## config.mk

```make
export PLATFORM = sky130hd
export DESIGN_NAME = nrz_mac_port
export DESIGN_NICKNAME = d
export VERILOG_FILES = /design/src/rtl/nrz_port_pkg.sv /design/src/rtl/nrz_cfg_reg.sv /design/src/rtl/nrz_rx_path.sv /design/src/rtl/nrz_tx_path.sv /design/src/rtl/nrz_rxc_gate.sv /design/src/rtl/nrz_mac_port.sv
export SDC_FILE = /design/constraint.sdc
export NUM_CORES = 1
export LEC_CHECK = 0
export BUFFER_PORTS_ARGS = -buffer_cell sky130_fd_sc_hd__buf_2
export CORE_ASPECT_RATIO = 1.4
export CORE_MARGIN = 2
export CORE_UTILIZATION = 40
export DETAILED_ROUTE_END_ITERATION = 7
export HOLD_SLACK_MARGIN = 0.05
export PLACE_DENSITY_LB_ADDON = 0.1
export SLEW_MARGIN = 15
export SYNTH_ARGS = -nofsm -noshare
export SYNTH_HDL_FRONTEND = slang
export SYNTH_SLANG_ARGS = --single-unit
export TNS_END_PERCENT = 30
```

## constraint.sdc

```tcl
create_clock -name clk_i -period 3.16 [get_ports clk_i]
set_input_delay 0.316 -clock clk_i [delete_from_list [all_inputs] [get_ports clk_i]]
set_output_delay 0.316 -clock clk_i [all_outputs]
set_load 0.05 [all_outputs]
```

## src/rtl/nrz_port_pkg.sv

```systemverilog
package nrz_port_pkg;

   localparam logic [2:0] CODE_RISE_TAIL = 3'b111;
   localparam logic [2:0] CODE_NO_TAIL   = 3'b001;
   localparam logic [2:0] CODE_FALL_A    = 3'b010;
   localparam logic [2:0] CODE_FALL_B    = 3'b011;

   typedef struct packed {
      logic [2:0] code;
      logic       idle_hi;
      logic       tail_five;
   } port_cfg_t;

   typedef enum logic [1:0] {
      GATE_NONE = 2'd0,
      GATE_TAIL = 2'd1,
      GATE_FREE = 2'd2
   } gate_pol_e;

   function automatic gate_pol_e gate_policy(port_cfg_t c);
      if (c.code == CODE_NO_TAIL) return GATE_NONE;
      return c.tail_five ? GATE_TAIL : GATE_FREE;
   endfunction

   function automatic logic tx_on_fall(logic [2:0] code);
      return (code == CODE_FALL_A) || (code == CODE_FALL_B);
   endfunction

endpackage

```

## src/rtl/nrz_cfg_reg.sv

```systemverilog
module nrz_cfg_reg
   import nrz_port_pkg::*;
(
   input  logic      clk_i,
   input  logic      rst_ni,
   input  port_cfg_t strap_i,
   input  logic      wr_i,
   input  port_cfg_t wdata_i,
   input  logic      quiet_i,
   output port_cfg_t cfg_o
);

   port_cfg_t cfg_q;
   port_cfg_t pend_q;
   logic      pend_v_q;

   always_ff @(posedge clk_i) begin
      if (!rst_ni) begin
         cfg_q    <= strap_i;
         pend_q   <= '0;
         pend_v_q <= 1'b0;
      end else begin
         if (pend_v_q && quiet_i) cfg_q <= pend_q;
         if (wr_i) begin
            pend_q   <= wdata_i;
            pend_v_q <= 1'b1;
         end else if (quiet_i) begin
            pend_v_q <= 1'b0;
         end
      end
   end

   assign cfg_o = cfg_q;

endmodule

```

## src/rtl/nrz_rx_path.sv

```systemverilog
module nrz_rx_path
   import nrz_port_pkg::*;
#(
   parameter int TAIL_CLKS = 5
)(
   input  logic      clk_i,
   input  logic      rst_ni,
   input  port_cfg_t cfg_i,
   input  logic      crs_i,
   input  logic      rxd_i,
   output logic      crs_o,
   output logic      rxd_o,
   output logic      gate_o,
   output logic      busy_o
);

   localparam int TW = $clog2(TAIL_CLKS + 1);

   if (TAIL_CLKS < 1) begin : g_bad_tail
      $error("nrz_rx_path: TAIL_CLKS must be at least 1");
   end

   logic          crs_q;
   logic          rxd_q;
   logic [TW-1:0] tail_q;
   logic          tail_live;

   always_ff @(posedge clk_i) begin
      if (!rst_ni) begin
         crs_q  <= 1'b0;
         rxd_q  <= 1'b0;
         tail_q <= '0;
      end else begin
         crs_q <= crs_i;
         rxd_q <= rxd_i;
         if (crs_q)          tail_q <= TW'(TAIL_CLKS);
         else if (tail_live) tail_q <= tail_q - TW'(1);
      end
   end

   assign tail_live = (tail_q != '0);

   always_comb begin
      unique case (gate_policy(cfg_i))
         GATE_NONE: gate_o = crs_q;
         GATE_TAIL: gate_o = crs_q | tail_live;
         default:   gate_o = 1'b1;
      endcase
   end

   assign crs_o  = crs_q;
   assign rxd_o  = crs_q ? rxd_q : cfg_i.idle_hi;
   assign busy_o = crs_q | tail_live;

   p_crs_follow_r9: assert property (@(posedge clk_i) disable iff (!rst_ni)
      $past(rst_ni) |-> crs_o == $past(crs_i));

   p_rxd_follow_r9: assert property (@(posedge clk_i) disable iff (!rst_ni)
      ($past(rst_ni) && crs_o) |-> rxd_o == $past(rxd_i));

endmodule

```

## src/rtl/nrz_tx_path.sv

```systemverilog
module nrz_tx_path #(
   parameter int SQE_CLKS = 10
)(
   input  logic clk_i,
   input  logic rst_ni,
   input  logic fall_i,
   input  logic txd_i,
   input  logic txe_i,
   input  logic crs_i,
   output logic txd_o,
   output logic txe_o,
   output logic col_o,
   output logic busy_o
);

   localparam int SW = $clog2(SQE_CLKS + 1);

   if (SQE_CLKS < 1) begin : g_bad_sqe
      $error("nrz_tx_path: SQE_CLKS must be at least 1");
   end

   logic          txd_n, txe_n;
   logic          txd_s, txe_s;
   logic          txd_q, txe_q;
   logic [SW-1:0] sqe_q;

   always_ff @(negedge clk_i) begin
      txd_n <= txd_i;
      txe_n <= txe_i;
   end

   assign txd_s = fall_i ? txd_n : txd_i;
   assign txe_s = fall_i ? txe_n : txe_i;

   always_ff @(posedge clk_i) begin
      if (!rst_ni) begin
         txd_q <= 1'b0;
         txe_q <= 1'b0;
         sqe_q <= '0;
      end else begin
         txd_q <= txd_s;
         txe_q <= txe_s;
         if (txe_q && !txe_s)  sqe_q <= SW'(SQE_CLKS);
         else if (sqe_q != '0) sqe_q <= sqe_q - SW'(1);
      end
   end

   assign txd_o  = txd_q;
   assign txe_o  = txe_q;
   assign col_o  = (sqe_q != '0) | (crs_i & txe_q);
   assign busy_o = txe_q | (sqe_q != '0);

   p_tx_rise_r5: assert property (@(posedge clk_i) disable iff (!rst_ni)
      ($past(rst_ni) && !$past(fall_i)) |-> txd_o == $past(txd_i));

   p_sqe_start_r7: assert property (@(posedge clk_i) disable iff (!rst_ni)
      $fell(txe_o) |-> col_o);

endmodule

```

## src/rtl/nrz_rxc_gate.sv

```systemverilog
module nrz_rxc_gate #(
   parameter bit LATCH_GATE = 1'b0
)(
   input  logic clk_i,
   input  logic rst_ni,
   input  logic en_i,
   output logic rxc_o
);

   logic en_hold;

   if (LATCH_GATE) begin : g_latch
      always_latch begin
         if (!clk_i) en_hold = en_i & rst_ni;
      end
   end else begin : g_negflop
      always_ff @(negedge clk_i) begin
         en_hold <= rst_ni ? en_i : 1'b0;
      end
   end

   assign rxc_o = clk_i & en_hold;

endmodule

```

## src/rtl/nrz_mac_port.sv

```systemverilog
module nrz_mac_port
   import nrz_port_pkg::*;
#(
   parameter int TAIL_CLKS  = 5,
   parameter int SQE_CLKS   = 10,
   parameter bit LATCH_GATE = 1'b0
)(
   input  logic       clk_i,
   input  logic       rst_ni,
   input  logic [2:0] strap_code_i,
   input  logic       strap_idle_i,
   input  logic       strap_five_i,
   input  logic       cfg_wr_i,
   input  logic [2:0] cfg_code_i,
   input  logic       cfg_idle_i,
   input  logic       cfg_five_i,
   input  logic       dec_crs_i,
   input  logic       dec_rxd_i,
   input  logic       mac_txd_i,
   input  logic       mac_txe_i,
   output logic       mac_rxc_o,
   output logic       mac_rxd_o,
   output logic       mac_crs_o,
   output logic       mac_col_o,
   output logic       enc_txd_o,
   output logic       enc_txe_o
);

   port_cfg_t strap_cfg, wr_cfg, cfg;
   logic      rx_busy, tx_busy, rx_gate;

   assign strap_cfg = '{code: strap_code_i, idle_hi: strap_idle_i, tail_five: strap_five_i};
   assign wr_cfg    = '{code: cfg_code_i, idle_hi: cfg_idle_i, tail_five: cfg_five_i};

   nrz_cfg_reg u_cfg (
      .clk_i   (clk_i),
      .rst_ni  (rst_ni),
      .strap_i (strap_cfg),
      .wr_i    (cfg_wr_i),
      .wdata_i (wr_cfg),
      .quiet_i (!rx_busy && !tx_busy),
      .cfg_o   (cfg)
   );

   nrz_rx_path #(.TAIL_CLKS(TAIL_CLKS)) u_rx (
      .clk_i  (clk_i),
      .rst_ni (rst_ni),
      .cfg_i  (cfg),
      .crs_i  (dec_crs_i),
      .rxd_i  (dec_rxd_i),
      .crs_o  (mac_crs_o),
      .rxd_o  (mac_rxd_o),
      .gate_o (rx_gate),
      .busy_o (rx_busy)
   );

   nrz_tx_path #(.SQE_CLKS(SQE_CLKS)) u_tx (
      .clk_i  (clk_i),
      .rst_ni (rst_ni),
      .fall_i (tx_on_fall(cfg.code)),
      .txd_i  (mac_txd_i),
      .txe_i  (mac_txe_i),
      .crs_i  (mac_crs_o),
      .txd_o  (enc_txd_o),
      .txe_o  (enc_txe_o),
      .col_o  (mac_col_o),
      .busy_o (tx_busy)
   );

   nrz_rxc_gate #(.LATCH_GATE(LATCH_GATE)) u_gate (
      .clk_i  (clk_i),
      .rst_ni (rst_ni),
      .en_i   (rx_gate),
      .rxc_o  (mac_rxc_o)
   );

   p_cfg_frozen_r10: assert property (@(posedge clk_i) disable iff (!rst_ni)
      (rx_busy || tx_busy) |=> $stable(cfg));

endmodule

```

==> out/summary.txt, run 1 <==
status: complete, no violations
Max-Cap Viols: 0
worst skew pair latency: 490 ps
drt drc: 0
GR Util met1: 13.9%
CP Max Fanout: 1
Storage cell area: 551 um^2
grt peak-use layer: met2
Ports: 23
area delta synth->final: 18.7%
final WL: 1730 um
DR vias/cell: 4.53
Worst EP required: 2840 ps
post-synthesis cell area: 0.00106 mm^2
Critical Path Source Type: register
core area: 0.00259 mm^2
Post-Place Setup Slack: 327 ps
gr usage total: 14.3%
vias post-DR: 721
vias in the first global route: 707
synth unique cells: 25
clock skew: 70.7 ps
CTS tree: done
DRT iter0 DRCs: 6
worst slew pin tran: 304 ps
total setup buffers inserted after CTS: 0
final setup fails: 0
Synth Instances: 95
Fill cells: 263
post-layout net count: 144
clock slew seen by the registers of the worst setup and hold paths: 130 ps
Lkg Pwr: 0.000561 uW
kind of critical path: register to output pin
Core Util, Final: 48.7%
synth top area cells: dfxtp_1 38%, edfxtp_1 14%, mux2_2 6.4%
Starting Density: 41.1%
layout cell share with drive strength beyond 1: 30.9%
detailed placement HPWL: 1240 um
syn avg cell area: 11.2 um^2
GRT met3 Usage: 7.24%
TNS Setup: 0 ps
register bit total from synthesis: 25
RSZ-0062 raised after global routing: no
diode count: 0
Worst Slack Setup Final: 129 ps
grt total ovfl: 0
Hold Path Class: input pin to register
area of the die: 0.00309 mm^2
Critical Path AT: 2720 ps
register area share after synthesis: 51.8%
port bufs: 22
cell count after placement: 150
Post-CTS Hold Fix Bufs: 0
area of the multi-input gates: 465 um^2
largest net degree at the start of global routing: 24
final hold vios: 0
CP Capture Type: output pin
cell taking the most area after synthesis: dfxtp_1
height of the chip: 65.0 um
YS warnings: 0
antenna viol nets, final: 0
die width: 47.6 um
wire per inst: 10.9 um
post-CTS sizing: 0
global-route wire length before repair: 2900 um
TritonRoute pass-1 iters: 2
Pins Over Slew Limit: 0
Global Route met2 Usage: 21.5%
Finished Layout Cells: 159
Syn Nets: 115
antenna violations before repair: 0
gp weighted congestion: 0.623
post-synth top area share: 37.7%
VDD IR max: 0.000301 V
Slew HR: 79.6%
# rows: 22
Power Dens Cells: 670 mW/mm^2
==> through the flow <==
stage	total power (uW)	cell area, um^2	hold slack [ps]
4_1_cts	866	1260	62.6
5_1_grt	921	1260	61.6
2_1_floorplan	613	1060	443
3_5_place_dp	659	1200	501
3_3_place_gp	652	1200	493
6_report	845	1260	86.8
==> logic make-up (layout without fill, tap and decap cells) <==
kind of cell,Yosys count,in the layout,share of synthesized area [%]
compound gates,15,15,10.5
xor+xnor,1,1,0.825
fa+ha+maj,3,3,3.53
buf+inv,11,39,4.36
flops,25,25,51.8
mux,12,12,12.0
simple gates,28,28,17.0
==> synthesized netlist by cell type <==
cell,n
inv_1,7
nand4_1,1
nor3b_1,2
ha_1,3
and3b_1,1
a211oi_4,1
dfxtp_1,20
nor4_4,1
edfxtp_1,5
nor2b_1,7
o21ai_0,2
a41oi_1,1
nor4b_1,2
nand2_1,4
mux2i_1,6
or2_1,1
a22oi_1,1
o21a_1,6
xnor2_1,1
nand2b_2,1
a21oi_1,4
buf_2,4
nor2_1,5
mux2_2,6
and2_1,3
==> cells in the final DEF, fill, tap and decap left out, types with 3 or more instances in the layout <==
| cell type | n |
|---|---|
| o21a_1 | 6 |
| inv_1 | 9 |
| clkbuf_4 | 6 |
| a21oi_1 | 4 |
| mux2_2 | 6 |
| nor2b_1 | 7 |
| and2_1 | 3 |
| nand2_1 | 4 |
| dfxtp_1 | 20 |
| edfxtp_1 | 5 |
| nor2_1 | 5 |
| mux2i_1 | 6 |
| buf_2 | 22 |
| ha_1 | 3 |
==> flip-flops by register name, indices dropped and copies added, names as in the netlist <==
name,count
u_cfg.cfg_o,5
u_cfg.pend_q,5
u_cfg.pend_v_q,1
u_gate.en_hold,1
u_rx.crs_o,1
u_rx.rxd_q,1
u_rx.tail_q,3
u_tx.sqe_q,4
u_tx.txd_n,1
u_tx.txd_o,1
u_tx.txe_n,1
u_tx.txe_o,1
==> worst max-delay path, stage by stage, from the launching register on <==
cell	delay [ps]
dfxtp_1	290
and2_1	110
buf_2	250
==> metal layers <==
| layer | up-vias | routed length, um |
|---|---|---|
| met5 | - | 0 |
| met4 | 0 | 21 |
| met3 | 2 | 80 |
| met2 | 15 | 915 |
| met1 | 323 | 711 |
| li1 | 381 | - |
==> area by class of cell <==
| class | instances | share of cell area [%] |
|---|---|---|
| clock buffers | 7 | 3.97 |
| repair buffers | 22 | 8.93 |
| inverters | 6 | 1.79 |
| flip-flops and latches | 25 | 43.7 |
| well taps | 36 | 3.57 |
| multi-input cells | 59 | 36.9 |
| clock inverters | 4 | 1.19 |
==> final timing paths <==
kind,startpoint,end,slack (ps),cells past startpoint
max,u_gate.en_hold$_SDFF_NN0_,mac_rxc_o,130,2
min,dec_rxd_i,u_rx.rxd_q$_SDFF_PN0_,90,2
max reg2reg,u_rx.tail_q[0]$_SDFFE_PN0P_,u_gate.en_hold$_SDFF_NN0_,360,5
min reg2reg,u_cfg.pend_q[3]$_SDFFE_PN0P_,u_cfg.pend_q[3]$_SDFFE_PN0P_,530,2
==> report_power, final <==
group	total, uW	internal [uW]	switching (uW)
sequential	396	370	25.3
clock	234	99.9	134
combinational	215	95.1	120
total	845	565	280
Note: power is estimated with default switching activity, not from simulation.
==> inputs of run 2 (changes only) <==
SETUP_SLACK_MARGIN = 0.5   (was unset)
TNS_END_PERCENT = 5   (was 30)
==> run 2 against run 1 <==
  * Sequential power barely moved
  * Routed wire length rose by 2.1%
  * Non-clock buffer count is the same
  * Worst setup slack worse by 28 ps
  * Combinational power grew 13%
  * Global-route usage shrank 0.29 points
  * Clock-buffer cell count did not move
  * Die area unchanged
  * Via count up 5.5%
  * Final area increased by 3.9%
  * Sequential share of layout area is 1.4 points lower
  * Register-to-register slack better by 150 ps
  * Largest power group unchanged
==> out/summary.txt, run 2 (same netlist as run 1, synthesis figures left out) <==
detailed placement HPWL: 1250 um
die width: 47.6 um
cell count after placement: 150
vias in the first global route: 738
routed length on met2: 914 um
antenna viol nets, final: 0
final hold vios: 0
Power Dens Cells: 741 mW/mm^2
commonest non-fill, non-tap cell in the layout: buf_2
M1 WL: 738 um
CP Max Fanout: 1
Finished Layout Cells: 159
DRT iter0 DRCs: 8
wire per inst: 11.1 um
height of the chip: 65.0 um
FF-to-FF setup slack: 510 ps
status: complete, no violations
met3 WL: 68 um
layout cell share with drive strength beyond 1: 35.8%
Worst Hold Launch: dec_crs_i
grt total ovfl: 0
Pins Over Slew Limit: 0
Storage cell area: 553 um^2
Critical Path AT: 2740 ps
final WL: 1770 um
hold depth: 2
switching portion of total power: 31.1%
final setup fails: 0
reg2reg end: u_gate.en_hold$_SDFF_NN0_
Clock power frac: 33.9%
DR vias/cell: 4.79
largest net degree at the start of global routing: 24
Critical Path Source Type: register
drt drc: 0
clock skew: 70.5 ps
Hold Path Class: input pin to register
Worst EP required: 2840 ps
Max-Cap Viols: 0
total setup buffers inserted after CTS: 0
global-route wire length before repair: 2990 um
Starting Density: 41.1%
R2R depth: 5
Switch Pwr: 302 uW
area delta synth->final: 23.3%
RSZ-0062 raised after global routing: yes
CTS tree: done
Max Used Layer: met4
area of the die: 0.00309 mm^2
post-CTS sizing: 0
worst skew pair latency: 500 ps
Fill cells: 282
Hold EP: u_rx.crs_o$_SDFF_PN0_
Internal: 669 uW
Ports: 23
worst slew pin tran: 309 ps
combinational share of power: 25.1%
TNS Setup: 0 ps
CP Capture Type: output pin
Lkg Pwr: 0.000574 uW
diode count: 0
area of the multi-input gates: 485 um^2
# rows: 22
TritonRoute pass-1 iters: 4
reg-to-reg startpoint: u_rx.tail_q[0]$_SDFFE_PN0P_
kind of critical path: register to output pin
Slew HR: 79.2%
most frequent cells in the layout: 22 x buf_2, 18 x dfxtp_1, 9 x inv_1
antenna violations before repair: 0
clock slew seen by the registers of the worst setup and hold paths: 140 ps
VDD IR max: 0.000382 V
core area: 0.00259 mm^2
port bufs: 22
post-layout net count: 144
Flop pwr share: 41.0%
Post-CTS Hold Fix Bufs: 0
gp weighted congestion: 0.663
vias post-DR: 761
gr usage total: 14.0%
-- run 2: power groups by stage --
| stage | Clock [uW] | Combinational [uW] | Sequential [uW] |
|---|---|---|---|
| finish | 329 | 243 | 399 |
| global route | 358 | 273 | 405 |
| CTS | 343 | 247 | 399 |
| detailed placement | 38.9 | 246 | 407 |
| global placement | 38.9 | 240 | 404 |
| floorplan | 35.9 | 205 | 410 |
-- run 2: critical path, stage by stage (launching register included) --
cell     delay (ps)
dfxtp_1         290
and2_1          120
buf_2           260
-- run 2: worst max-delay path by stage --
stage	slack, ps	from	endpoint
after CTS	70	u_gate.en_hold$_SDFF_NN0_	mac_rxc_o
after global placement	520	u_rx.tail_q[0]$_SDFFE_PN0P_	u_gate.en_hold$_SDFF_NN0_
after floorplan	480	u_rx.tail_q[0]$_SDFFE_PN0P_	u_gate.en_hold$_SDFF_NN0_
final	100	u_gate.en_hold$_SDFF_NN0_	mac_rxc_o
after detailed placement	490	u_rx.tail_q[0]$_SDFFE_PN0P_	u_gate.en_hold$_SDFF_NN0_
after global routing	30	u_gate.en_hold$_SDFF_NN0_	mac_rxc_o
-- run 2: cell type report --
class                   instances  share of cell area, %
repair buffers                 22                   8.60
multi-input cells              59                   37.1
flip-flops and latches         25                   42.2
clock inverters                 4                   3.15
well taps                      36                   3.44
clock buffers                   7                   3.82
inverters                       6                   1.72
-- run 2: metal layers --
metal | global-route usage (%) | vias to the layer above
met5 | 0 | -
met4 | 10.1 | 0
met3 | 5.29 | 7
met2 | 22.5 | 16
met1 | 13.9 | 359
li1 | - | 379
-- run 2: stage by stage --
stage	hold WS, ps	total power [uW]	cell area, um^2	setup WS, ps	util (%)
6_report	79.7	971	1310	101	50.6
5_1_grt	59.0	1030	1310	27.6	50.6
4_1_cts	68.6	990	1310	71.2	50.6
3_5_place_dp	504	691	1230	486	47.4
3_3_place_gp	492	683	1230	516	47.4
2_1_floorplan	443	650	1090	484	-
